$ cat src/rtl/lcd_busy_pkg.sv
package lcd_busy_pkg;
    localparam int IDX_W   = 3;
    localparam int CNT_W   = 9;
    localparam int BASE_D  = 48;
    localparam int STEP_D  = 64;

    typedef enum logic [0:0] {
        ST_IDLE = 1'b0,
        ST_WAIT = 1'b1
    } wait_state_t;

    typedef enum logic [1:0] {
        SPD_SLOW = 2'd0,
        SPD_M1   = 2'd1,
        SPD_M2   = 2'd2,
        SPD_M3   = 2'd3
    } speed_t;
endpackage

$ cat src/rtl/lcd_busy_index_sel.sv
module lcd_busy_index_sel
    import lcd_busy_pkg::*;
#(
    parameter int CFG_W = 8
) (
    input  logic [1:0]       mode,
    input  logic [CFG_W-1:0] cfg,
    output logic [IDX_W-1:0] idx,
    output logic             enable
);
    always_comb begin
        idx    = '0;
        enable = 1'b1;
        unique case (speed_t'(mode))
            SPD_SLOW: enable = 1'b0;
            SPD_M1:   idx = {1'b0, cfg[1:0]};
            SPD_M2:   idx = cfg[4:2];
            SPD_M3:   idx = cfg[7:5];
        endcase
    end

    // a disabled selector reports index zero
    always_comb begin
        if (!enable) a_slow_idx_r3: assert (idx == '0);
    end
endmodule

$ cat src/rtl/lcd_busy_duration.sv
module lcd_busy_duration
    import lcd_busy_pkg::*;
(
    input  logic [IDX_W-1:0] idx,
    output logic [CNT_W-1:0] dur
);
    localparam logic [CNT_W-1:0] BASE = CNT_W'(BASE_D);
    always_comb dur = BASE + ({{(CNT_W-IDX_W){1'b0}}, idx} << 6);

    // durations stay within the legal window
    always_comb begin
        a_dur_range_r4: assert (dur >= CNT_W'(BASE_D) && dur <= CNT_W'(BASE_D + 7*STEP_D));
    end
endmodule

$ cat src/rtl/lcd_busy_fsm.sv
module lcd_busy_fsm
    import lcd_busy_pkg::*;
(
    input  logic             clk,
    input  logic             rst_n,
    input  logic             start,
    input  logic [CNT_W-1:0] dur,
    output logic             busy
);
    wait_state_t st_q, st_d;
    logic [CNT_W-1:0] cnt_q, cnt_d;

    always_comb begin
        st_d  = st_q;
        cnt_d = cnt_q;
        unique case (st_q)
            ST_IDLE: begin
                if (start) begin
                    st_d  = ST_WAIT;
                    cnt_d = dur - 1'b1;
                end
            end
            ST_WAIT: begin
                if (start) begin
                    cnt_d = dur - 1'b1;
                end else if (cnt_q == '0) begin
                    st_d = ST_IDLE;
                end else begin
                    cnt_d = cnt_q - 1'b1;
                end
            end
        endcase
    end

    always_ff @(posedge clk or negedge rst_n) begin
        if (!rst_n) begin
            st_q  <= ST_IDLE;
            cnt_q <= '0;
        end else begin
            st_q  <= st_d;
            cnt_q <= cnt_d;
        end
    end

    always_comb begin
        unique case (st_q)
            ST_IDLE: busy = 1'b0;
            ST_WAIT: busy = 1'b1;
        endcase
    end

    p_no_wrap_r7: assert property (@(posedge clk) disable iff (!rst_n)
        (st_q == ST_WAIT && !start && cnt_q == '0) |=> (st_q == ST_IDLE));
    p_dec_r4: assert property (@(posedge clk) disable iff (!rst_n)
        (st_q == ST_WAIT && !start && cnt_q != '0) |=> (cnt_q == $past(cnt_q) - 1'b1));
    p_hold_r2: assert property (@(posedge clk) disable iff (!rst_n)
        (st_q == ST_IDLE && !start) |=> (st_q == ST_IDLE));
    p_reload_r5: assert property (@(posedge clk) disable iff (!rst_n)
        start |=> (busy && cnt_q == $past(dur) - 1'b1));
endmodule

$ cat src/rtl/lcd_busy_timer.sv
module lcd_busy_timer
    import lcd_busy_pkg::*;
(
    input  logic       clk,
    input  logic       rst_n,
    input  logic [7:0] speed_reg,
    input  logic [7:0] dly_cfg,
    input  logic       lcd_access,
    output logic       busy,
    output logic [7:0] status
);
    logic [IDX_W-1:0] idx;
    logic             en;
    logic [CNT_W-1:0] dur;

    lcd_busy_index_sel #(.CFG_W(8)) sel_i (
        .mode(speed_reg[1:0]), .cfg(dly_cfg), .idx(idx), .enable(en));
    lcd_busy_duration dur_i (.idx(idx), .dur(dur));
    lcd_busy_fsm fsm_i (
        .clk(clk), .rst_n(rst_n), .start(lcd_access && en), .dur(dur), .busy(busy));

    always_comb status = {6'b0, ~busy, 1'b0};

    p_slow_r2: assert property (@(posedge clk) disable iff (!rst_n)
        (lcd_access && speed_reg[1:0] == 2'd0 && !busy) |=> !busy);
    p_status_r6: assert property (@(posedge clk) disable iff (!rst_n)
        status[1] != busy);
endmodule

$ cat config.mk
export PLATFORM = sky130hd
export DESIGN_NAME = lcd_busy_timer
export DESIGN_NICKNAME = d
export VERILOG_FILES = /design/src/rtl/lcd_busy_pkg.sv /design/src/rtl/lcd_busy_index_sel.sv /design/src/rtl/lcd_busy_duration.sv /design/src/rtl/lcd_busy_fsm.sv /design/src/rtl/lcd_busy_timer.sv
export SDC_FILE = /design/constraint.sdc
export NUM_CORES = 1
export LEC_CHECK = 0
export ABC_AREA = 1
export BUFFER_PORTS_ARGS = -buffer_cell sky130_fd_sc_hd__buf_2
export CORE_MARGIN = 5
export CORE_UTILIZATION = 39
export CTS_CLUSTER_SIZE = 40
export DETAILED_ROUTE_END_ITERATION = 16
export PLACE_DENSITY = 0.72
export RECOVER_POWER = 50
export SYNTH_ARGS = -nofsm -noshare
export SYNTH_HDL_FRONTEND = slang
export SYNTH_SLANG_ARGS = --single-unit
$ cat constraint.sdc
create_clock -name clk -period 1.4 [get_ports clk]
set_input_delay 0.28 -clock clk [delete_from_list [all_inputs] [get_ports clk]]
set_output_delay 0.28 -clock clk [all_outputs]
set_load 0.05 [all_outputs]
==> qor.yml <==
sta:
  max_freq_ghz: 0.721
  drv_slew: 0
  timing.final.ws_setup_ns: 0.0124
  period_share: 0.991
  slew_headroom: 0.617
  tns_ns: 0
  period_needed_ns: 1.39
  rsz0062_at_grt: "true"
  fin_worst_skew_ns: 0.00976
  tightest_slew_ns: 0.574
  setup_viol: 0
  hold_viol: 0
cells_and_area:
  fin_nets: 157
  num_antenna_cells: 0
  area_delta_synth_final_pct: 25.7
  postLayoutCellArea_sq_um: 1010
  nFillCells: 203
  drive_gt1_frac: 0.390
  ff_latch_area_sq_um: 251
  multi_input_area_sq_um: 467
  final_cell_mix: "nand2_1 (21), nand3_1 (19), buf_2 (12)"
  final_common_cell: "nand2_1"
global_route:
  grt_pass1_vias: 714
  antenna_found_initial: 0
  grt_overflow: 0
  grt_max_degree: 11
  grt_use_total: 0.121
  grt_pass1_wl_um: 2970
synth:
  synth_area_per_cell_sq_um: 7.31
  synth_top_cell_area_share: 0.311
  yosys_warnings: 0
  yosysSeqAreaShare: 0.311
  netlist_instances: 110
  ys_seq_elements: 10
  synthDistinctLibCells: 23
  syn_area_sq_um: 805
  synth_area_leaders: "dfrtp_1 (31%), nand3_1 (12%), nand2_1 (10%), buf_4 (6.5%), inv_1 (4.7%)"
  synth_top_area_cell: "dfrtp_1"
routing:
  firstDrtPassIters: 4
  drc: 0
  wl_um: 1740
  first_iter_violations: 24
  vias: 775
  antenna_left: 0
  wire_per_inst_um: 10.7
  vias_per_cell: 4.75
outcome:
  status: "complete, no violations"
placement:
  postPlaceCellArea_sq_um: 921
  hpwl_um: 1400
  pre_cts_ws_ns: 0.00520
  io_buffer_count: 14
  gp_congestion: 0.835
job:
  maxCapViolCount: 0
power_and_ir_drop:
  power.share.sequential: 0.394
  power_density_nw_per_um2: 855
  peakVddDrop_uv: 453
  p_total_mw: 0.865
  p_switching_mw: 0.293
  clkPwrFrac: 0.314
  swShare: 0.339
  intPower_mw: 0.572
  comb_power_share: 0.292
  power.leakage_nw: 0.526
floorplan:
  fp.dieW_um: 55.4
  fp.dieH_um: 55.4
  placementRows: 16
  floorplan.initialDensity: 0.410
  die-area_sq_um: 3070
  core_sq_um: 1960
  io_pins: 28
clocking:
  cts_buffers: 3
  clockBufferDepth: 2
  cts_tree: "yes"
  cts_sinks: 10
  htreeDepth: 1
  cts.reportedPaths.clkPinSlew_ns: 0.08
  cts_root_buffer: "clkbuf_4"
  clk_latency_ns: 0.27
setup_path:
  worst_path_most_repeated_cell: "nand2_4"
  critPathKind: "flip-flop to flip-flop"
  critPathSlowestCell: "dfrtp_1"
  required_ns: 1.57
  slowest_delay_ns: 0.39
  reg2reg_slack_ns: 0.01
  end_kind: "flip-flop"
  crit_path_max_fanout: 10
  cp.arrival_ns: 1.56
  crit_buf_inv: 1
  crit_start: "fsm_i.cnt_q[1]"
  crit_path_start_kind: "flip-flop"
  path_cells: "inv_2 > ha_4 > nand2_4 > nor2_4 > nand3_2 > nand2_4 > nand2_8 > nand2_1 > o21ai_2"
  r2r_start: "fsm_i.cnt_q[1]"
  critical_path.top_delay_family: "simple AND/OR/NAND/NOR gates"
hold_path:
  min_from: "dly_cfg[4]"
  hold_path.class: "input pin to flip-flop"
[cell type report]
type | count | area share
Multi-Input combinational cell | 82 | 0.462
Sequential cell | 10 | 0.249
Timing Repair Buffer | 25 | 0.162
Inverter | 15 | 0.0582
Clock buffer | 4 | 0.0359
Tap cell | 27 | 0.0334
[power groups by stage]
stage | clock [mW] | sequential (mW) | combinational, mW
2_1_floorplan | 0 | 0.341 | 0.176
3_3_place_gp | 0 | 0.343 | 0.221
5_1_grt | 0.300 | 0.345 | 0.281
6_report | 0.272 | 0.341 | 0.252
4_1_cts | 0.275 | 0.338 | 0.233
3_5_place_dp | 0 | 0.344 | 0.228
[flip-flops by register name (all words and copies together) (netlist names)]
register and count:
fsm_i.cnt_q 9, fsm_i.st_q 1
[path summary, 6_finish.rpt]
check                      depth (start not counted)              to
setup / recovery                                   9  fsm_i.cnt_q[3]
hold / removal                                     5  fsm_i.cnt_q[8]
setup reg to reg                                   9  fsm_i.cnt_q[3]
hold reg to reg                                    2  fsm_i.cnt_q[7]
max in group asynchronous                          2      fsm_i.st_q
min in group asynchronous                          2  fsm_i.cnt_q[2]
[Yosys cell counts (all sizes together)]
master and count:
nor3 1, ha 1, nand3 22, buf 8, inv 15, o211ai 2
o21ai 6, conb 1, dfrtp 10, nor2 11, nand2 28, nand4 4
clkbuf 1
[worst reg2reg max path, cell delays in order, from the launching register on]
cell     delay (ns)
dfrtp_1        0.39
inv_2          0.09
ha_4           0.15
nand2_4        0.06
nor2_4         0.12
nand3_2        0.11
nand2_4        0.13
nand2_8        0.09
nand2_1        0.09
o21ai_2        0.05
[cells by family after synthesis]
group / synth area share
other: 0.00466
adders and majority gates: 0.0155
DFF: 0.311
AOI/OAI and AO/OA: 0.0746
buffers and inverters: 0.162
and+or+nand+nor: 0.432
[what timing repair did]
action | CTS | global route
setup endpoints to repair | 5 | 9
hold buffers | 1 | 0
setup buffers | 1 | 1
resized for setup | 2 | 7
pin swaps | 0 | 4
hold endpoints to repair | 10 | 0
[metrics by stage]
| stage | hold slack (ns) | instances | utilization |
|---|---|---|---|
| 4_1_cts | 0.342 | 162 | 0.499 |
| 3_3_place_gp | 0.162 | 156 | 0.469 |
| 3_5_place_dp | 0.164 | 156 | 0.469 |
| 6_report | 0.341 | 163 | 0.515 |
| 2_1_floorplan | -0.0156 | 116 | - |
| 5_1_grt | 0.354 | 163 | 0.515 |
[layer usage]
metal	vias to the layer above	track usage	share of wire
li1	397	-	-
met1	365	0.157	0.44
met2	11	0.193	0.52
met3	2	0.0233	0.024
met4	0	0.0521	0.012
met5	-	0	0
Note: power is estimated with default switching activity, not from simulation.
